**config.mk**
```make
export PLATFORM = sky130hd
export DESIGN_NAME = flit_path_ctrl
export DESIGN_NICKNAME = d
export VERILOG_FILES = /design/src/rtl/flit_pkg.sv /design/src/rtl/flit_rx_mode.sv /design/src/rtl/flit_nop_sched.sv /design/src/rtl/flit_tx_mux.sv /design/src/rtl/flit_path_ctrl.sv
export SDC_FILE = /design/constraint.sdc
export NUM_CORES = 1
export LEC_CHECK = 0
export CAP_MARGIN = 20
export CORE_MARGIN = 4
export CORE_UTILIZATION = 34
export CTS_CLUSTER_DIAMETER = 100
export DETAILED_ROUTE_END_ITERATION = 6
export PLACE_DENSITY = 0.8
export RECOVER_POWER = 25
export SKIP_LAST_GASP = 1
export SLEW_MARGIN = 20
export SYNTH_ARGS = -nofsm -noshare
export SYNTH_HDL_FRONTEND = slang
export SYNTH_SLANG_ARGS = --single-unit
```
**constraint.sdc**
```tcl
create_clock -name clk -period 1.95 [get_ports clk]
set_input_delay 0.39 -clock clk [delete_from_list [all_inputs] [get_ports clk]]
set_output_delay 0.39 -clock clk [all_outputs]
set_load 0.01 [all_outputs]
```
**src/rtl/flit_pkg.sv**
```systemverilog
// Package: shared types and helpers for the flit path controller.
// Assumes hint codes are 2 bits wide; 11 is reserved and requests nothing.
package flit_pkg;

    typedef enum logic [0:0] {
        MODE_FAST = 1'b0,
        MODE_FEC  = 1'b1
    } rx_mode_e;

    typedef logic [1:0] hint_code_t;

    localparam hint_code_t HINT_NONE = 2'b00;
    localparam hint_code_t HINT_ONE  = 2'b01;
    localparam hint_code_t HINT_TWO  = 2'b10;

    localparam int unsigned MAX_NOPS = 2;
    localparam int unsigned PEND_W   = $clog2(MAX_NOPS + 1);

    // Number of NOP flits a hint code requests.
    function automatic logic [PEND_W-1:0] hint_nops(input hint_code_t code);
        case (code)
            HINT_ONE: hint_nops = PEND_W'(1);
            HINT_TWO: hint_nops = PEND_W'(2);
            default:  hint_nops = '0;
        endcase
    endfunction

endpackage

```
**src/rtl/flit_rx_mode.sv**
```systemverilog
// Module: receive mode machine. It picks the fast or the corrected route for each
// half-flit and raises a one-cycle hint request when it falls into the corrected
// mode. Assumes at most one half-flit per cycle and that bubble and CRC status
// belong to the same cycle.
module flit_rx_mode
    import flit_pkg::*;
#(
    parameter hint_code_t HINT_REQ = HINT_TWO
) (
    input  logic       clk,
    input  logic       rst_n,
    input  logic       half_vld,
    input  logic       crc_ok,
    input  logic       bubble,
    output logic       fast_rel,
    output logic       fec_rel,
    output logic       mode_fec,
    output logic       hint_vld,
    output hint_code_t hint_code
);

    rx_mode_e   mode_q;
    rx_mode_e   mode_d;
    logic       crc_fail;
    logic       enter_fec;

    assign crc_fail  = half_vld && !crc_ok;
    assign enter_fec = (mode_q == MODE_FAST) && crc_fail;

    // Next mode: fail moves to FEC; a clean bubble moves back to FAST.
    always_comb begin
        mode_d = mode_q;
        unique case (mode_q)
            MODE_FAST: if (crc_fail)            mode_d = MODE_FEC;
            MODE_FEC:  if (bubble && !crc_fail) mode_d = MODE_FAST;
            default:                            mode_d = MODE_FAST;
        endcase
    end

    // Mode register.
    always_ff @(posedge clk) begin
        if (!rst_n) mode_q <= MODE_FAST;
        else        mode_q <= mode_d;
    end

    // Hint request register: one pulse per entry into FEC.
    always_ff @(posedge clk) begin
        if (!rst_n) begin
            hint_vld  <= 1'b0;
            hint_code <= HINT_NONE;
        end else begin
            hint_vld  <= enter_fec;
            hint_code <= enter_fec ? HINT_REQ : HINT_NONE;
        end
    end

    // Route selection for the half present this cycle.
    always_comb begin
        fast_rel = half_vld && crc_ok && (mode_q == MODE_FAST);
        fec_rel  = half_vld && !fast_rel;
    end

    assign mode_fec = (mode_q == MODE_FEC);

endmodule

```
**src/rtl/flit_nop_sched.sv**
```systemverilog
// Module: owed-NOP counter. It merges partner hints by maximum and spends one
// NOP per transmit slot. Assumes a hint lasts one cycle and counts for slots
// from the following cycle.
module flit_nop_sched
    import flit_pkg::*;
(
    input  logic              clk,
    input  logic              rst_n,
    input  logic              slot,
    input  logic              hint_vld,
    input  hint_code_t        hint_code,
    output logic              nop_owed,
    output logic [PEND_W-1:0] pend
);

    logic [PEND_W-1:0] remain;
    logic [PEND_W-1:0] req;
    logic [PEND_W-1:0] pend_d;

    assign nop_owed = (pend != '0);

    // Remaining count after this slot, requested count, and their maximum.
    always_comb begin
        remain = (slot && nop_owed) ? pend - PEND_W'(1) : pend;
        req    = hint_vld ? hint_nops(hint_code) : '0;
        pend_d = (req > remain) ? req : remain;
    end

    // Owed-count register.
    always_ff @(posedge clk) begin
        if (!rst_n) pend <= '0;
        else        pend <= pend_d;
    end

endmodule

```
**src/rtl/flit_tx_mux.sv**
```systemverilog
// Module: outgoing flit register. In each slot it sends a NOP when one is owed,
// or else the offered payload. Assumes one flit per slot and that the payload
// source holds its flit until ready.
module flit_tx_mux #(
    parameter int unsigned DATA_W = 32
) (
    input  logic              clk,
    input  logic              rst_n,
    input  logic              slot,
    input  logic              nop_owed,
    input  logic              pl_vld,
    input  logic [DATA_W-1:0] pl_data,
    output logic              pl_rdy,
    output logic              out_vld,
    output logic              out_nop,
    output logic [DATA_W-1:0] out_data
);

    logic take_pl;

    // Payload is taken only in a slot with no NOP owed.
    always_comb begin
        pl_rdy  = slot && !nop_owed;
        take_pl = pl_rdy && pl_vld;
    end

    // Output flit register.
    always_ff @(posedge clk) begin
        if (!rst_n) begin
            out_vld  <= 1'b0;
            out_nop  <= 1'b0;
            out_data <= '0;
        end else begin
            out_vld  <= take_pl || (slot && nop_owed);
            out_nop  <= slot && nop_owed;
            out_data <= take_pl ? pl_data : '0;
        end
    end

endmodule

```
**src/rtl/flit_path_ctrl.sv**
```systemverilog
// Module: top of the flit latency-path controller. It ties the receive mode
// machine to the transmit NOP scheduler and the outgoing flit register.
// Assumes the CRC, bubble and hint inputs are synchronous to clk.
module flit_path_ctrl
    import flit_pkg::*;
#(
    parameter int unsigned DATA_W   = 32,
    parameter hint_code_t  HINT_REQ = HINT_TWO
) (
    input  logic              clk,
    input  logic              rst_n,
    input  logic              rx_half_vld,
    input  logic              rx_crc_ok,
    input  logic              rx_bubble,
    output logic              rx_fast_rel,
    output logic              rx_fec_rel,
    output logic              path_fec,
    output logic              hint_tx_vld,
    output logic [1:0]        hint_tx_code,
    input  logic              hint_rx_vld,
    input  logic [1:0]        hint_rx_code,
    input  logic              tx_slot,
    input  logic              tx_pl_vld,
    input  logic [DATA_W-1:0] tx_pl_data,
    output logic              tx_pl_rdy,
    output logic              tx_out_vld,
    output logic              tx_out_nop,
    output logic [DATA_W-1:0] tx_out_data
);

    logic              nop_owed;
    logic [PEND_W-1:0] pend;
    hint_code_t        hint_code_int;

    flit_rx_mode #(.HINT_REQ(HINT_REQ)) u_rx (
        .clk       (clk),
        .rst_n     (rst_n),
        .half_vld  (rx_half_vld),
        .crc_ok    (rx_crc_ok),
        .bubble    (rx_bubble),
        .fast_rel  (rx_fast_rel),
        .fec_rel   (rx_fec_rel),
        .mode_fec  (path_fec),
        .hint_vld  (hint_tx_vld),
        .hint_code (hint_code_int)
    );

    assign hint_tx_code = hint_code_int;

    flit_nop_sched u_sched (
        .clk       (clk),
        .rst_n     (rst_n),
        .slot      (tx_slot),
        .hint_vld  (hint_rx_vld),
        .hint_code (hint_rx_code),
        .nop_owed  (nop_owed),
        .pend      (pend)
    );

    flit_tx_mux #(.DATA_W(DATA_W)) u_mux (
        .clk      (clk),
        .rst_n    (rst_n),
        .slot     (tx_slot),
        .nop_owed (nop_owed),
        .pl_vld   (tx_pl_vld),
        .pl_data  (tx_pl_data),
        .pl_rdy   (tx_pl_rdy),
        .out_vld  (tx_out_vld),
        .out_nop  (tx_out_nop),
        .out_data (tx_out_data)
    );

endmodule

```
==> flow_summary_export.csv <==
group,metric,value,unit
cts,root_buffer,"clkbuf_4",
drt,wl,3000,um
sta,worst_pin_slew,794,ps
placed_design,portBuffers,81,
die,start_util,35.5,%
synth,synthXorXnorAreaFrac,0.728,%
setup_path,cp_data_arrival_time,2060,ps
die,coreArea,3390,um^2
synth,synth_top_area_share,63.2,%
sta,rsz0062_at_grt,"false",
setup_path,r2r_slack,130,ps
pwr,ir_worst_vdd,0.444,mV
sta,post-route-min-period,1820,ps
grt,grt.overflow.total,0,
final_layout,fin_nets,240,
grt,grt_usage,13.8,%
sta,fin_ws,126,ps
cts,cts_sinks,38,
final_layout,antenna_cells,0,
synth,synth_compound_area_share,2.39,%
cts,cts-buffers-inserted,5,
synth,postSynthAreaPerCell,11.1,um^2
sta,relSlewSlack,47.1,%
die,num_rows,21,
setup_path,crit_path_end_kind,"flip-flop",
setup_path,critPathMaxFanout,4,
grt,grt_pass1_vias,1005,
cts,postCtsHoldBufs,0,
sta,finalClockSkew,11.7,ps
setup_path,r2r_cells,9,
synth,yosys.area_share.simple,24.8,%
pwr,pwr-share-clk,24.6,%
sta,fmax,548,MHz
synth,synth-edff-count,0,
synth,yosysUniqueCellTypes,21,
drt,vias,1012,
drt,dr.pass1.iters,3,
pwr,p_comb_share,25.5,%
placed_design,dpl.hpwl,2450,um
final_layout,fin_area,2140,um^2
setup_path,cp-start-kind,"flip-flop",
die,die_area,4560,um^2
synth,synth_commonest_cells,"dfxtp_1 (38), and2_1 (35), inv_1 (6)",
final_layout,area_delta_synth_final,78.1,%
drt,drt.antenna.violating_nets,0,
placed_design,gp_congestion,0.705,
pwr,power.internal,1270,uW
synth,ys.flop_type,"dfxtp_1",
synth,synth_mux_area_share,0,%
synth,ys_seq_area_share,63.2,%
cts,cts_buffer_depth,2,
sta,whs,480,ps
sta,final_max_slew_viol_count,0,
pwr,power_density,792,nW/um^2
synth,yosysWarnings,0,
drt,drt-initial-drc-count,45,
drt,drcViolationCount,0,
synth,synth.area.top_cells,"dfxtp_1 (63%), and2_1 (18%), ha_1 (4.2%), inv_1 (1.9%), buf_2 (1.2%)",
synth,synth_top_area_cell,"dfxtp_1",
setup_path,max_stage_delay,360,ps
cts,h-tree-depth,2,
min_path,hold_depth,1,
pwr,swShare,25.3,%
cts,clock_latency,330,ps
placed_design,pre_cts_ws,-210,ps
synth,async_flop_share,0,%
drt,viasPerCell,4.20,
cts,path_clk_slew,110,ps
synth,yosys.area_share.adder,4.16,%
synth,synth_cells,108,
final_layout,fill_cells,271,
setup_path,cp.required,2190,ps
run_status,outcome,"completed",
final_layout,drive_above_1_share,9.74,%
synth,synth_top_family_by_area,"simple AND/OR/NAND/NOR gates",
cts,cts_tree,"built",
cts,post_cts_buffers,0,
drt,wl_per_cell,12.4,um
setup_path,critical_path_class,"reg2reg",
sta,setup_viol,0,
synth,synth_fp_nets,154,
min_path,min_path_type,"reg2reg",
synth,yosysMostFrequentCell,"dfxtp_1",
pwr,power.switching,429,uW
synth,synth_seq_cells,38,
sta,hold_violations,0,
flow_run,drv_cap,0,
placed_design,placed_area,2060,um^2
sta,fin_crit_sh,93.5,%
grt,grt_max_degree,34,
grt,grt_pass1_wl,4570,um
die,die_h,67.5,um
synth,synth_area,1200,um^2
setup_path,worstPathCellList,"inv_1 -> ha_1 -> nand2b_4 -> nor2_2 -> a21oi_2 -> ha_1 -> nand2b_4 -> and2_1 -> o211a_1",
pwr,p_leak,0.000891,uW
die,io_pins,83,
die,die_w,67.5,um
setup_path,slowest_stage,"dfxtp_2",
grt,antenna_found_initial,0,
pwr,power.share.sequential,50.0,%
-- final cells by class --
class | instances | area [um^2] | area share, %
timing repair buffer | 84 | 830 | 38.7
sequential | 38 | 763 | 35.6
multi-input combinational | 59 | 407 | 19.0
tap | 46 | 57.6 | 2.69
clock buffer | 6 | 51.3 | 2.39
inverter | 6 | 22.5 | 1.05
clock inverter | 2 | 12.5 | 0.584
-- per-layer routing --
layer  part of all wire, %  vias to the layer above  global-route usage [%]
li1                      -                      501                       -
met1                    41                      444                    15.4
met2                    46                       62                    23.2
met3                    12                        5                    4.66
met4                   1.4                        0                    7.34
met5                     0                        -                       0
-- placed cells by master, fill, tap and decap left out --
| cell | instances |
|---|---|
| inv_1 | 6 |
| nand2b_4 | 2 |
| clkbuf_8 | 1 |
| nor2_2 | 1 |
| o211a_1 | 1 |
| clkinv_2 | 1 |
| ha_1 | 4 |
| dlygate4sd2_1 | 3 |
| nor4_1 | 1 |
| a21oi_2 | 1 |
| and2_0 | 2 |
| nand2_1 | 1 |
| clkbuf_4 | 5 |
| and3_1 | 2 |
| dfxtp_2 | 2 |
| nand3_1 | 1 |
| nand3b_1 | 1 |
| dfxtp_1 | 36 |
| nor2_1 | 3 |
| o21bai_1 | 1 |
| or2_2 | 2 |
| buf_4 | 3 |
| conb_1 | 1 |
| clkdlybuf4s50_1 | 78 |
| xnor2_1 | 1 |
| clkinvlp_4 | 1 |
| o22ai_1 | 1 |
| and2_1 | 33 |
-- final timing paths --
kind | from | endpoint
worst min-delay path | u_rx.mode_fec | u_rx.hint_code[1]
worst max register to register | u_sched.pend[0] | u_sched.pend[0]
worst min register to register | u_rx.mode_fec | u_rx.hint_code[1]
worst max-delay path | u_sched.pend[0] | u_sched.pend[0]
-- power by group through the flow --
stage               Clock [uW]  Sequential (uW)  Combinational (uW)
floorplan                    0              881                 161
global placement             0              860                 377
detailed placement           0              862                 404
CTS                        436              847                 412
global route               466              853                 476
finish                     417              848                 432
-- cells by family (layout without fill, tap and decap cells) --
kind of cell | count (synthesis) | count (layout)
AO/OA/AOI/OAI | 4 | 4
XOR/XNOR | 1 | 1
adder cells (fa/ha/maj) | 4 | 4
buffers and inverters | 11 | 98
flip-flops | 38 | 38
other | 1 | 1
AND/OR/NAND/NOR | 49 | 49
-- per-stage QoR --
step	setup TNS [ps]	util [%]	power [uW]	std cells
after floorplan	0	-	1040	108
after detailed placement	-380	60.9	1270	233
after CTS	0	63.0	1700	241
final	0	63.2	1700	241
after global routing	0	63.2	1800	241
after global placement	-195	60.9	1240	233
-- state kept, by name (all words and copies together), names as in the netlist --
signal,count
u_mux.out_data,32
u_sched.pend,2
u_rx.hint_code,1
u_mux.out_nop,1
u_rx.mode_fec,1
u_mux.out_vld,1
-- repair_timing --
action / 4_1_cts / 5_1_grt
resized for setup: 7 / 3
setup endpoints to repair: 4 / 1
pin swaps: 1 / 0
hold endpoints to repair: 0 / 0
-- worst max-delay path, delay by kind of cell, from the launching register on --
family	cells	cell delay, ps
flip-flops	1	360
adder cells (fa/ha/maj)	2	480
buffers and inverters	1	40
AND/OR/NAND/NOR	4	590
AO/OA/AOI/OAI	2	250
Power figures use the tool's default switching activity.
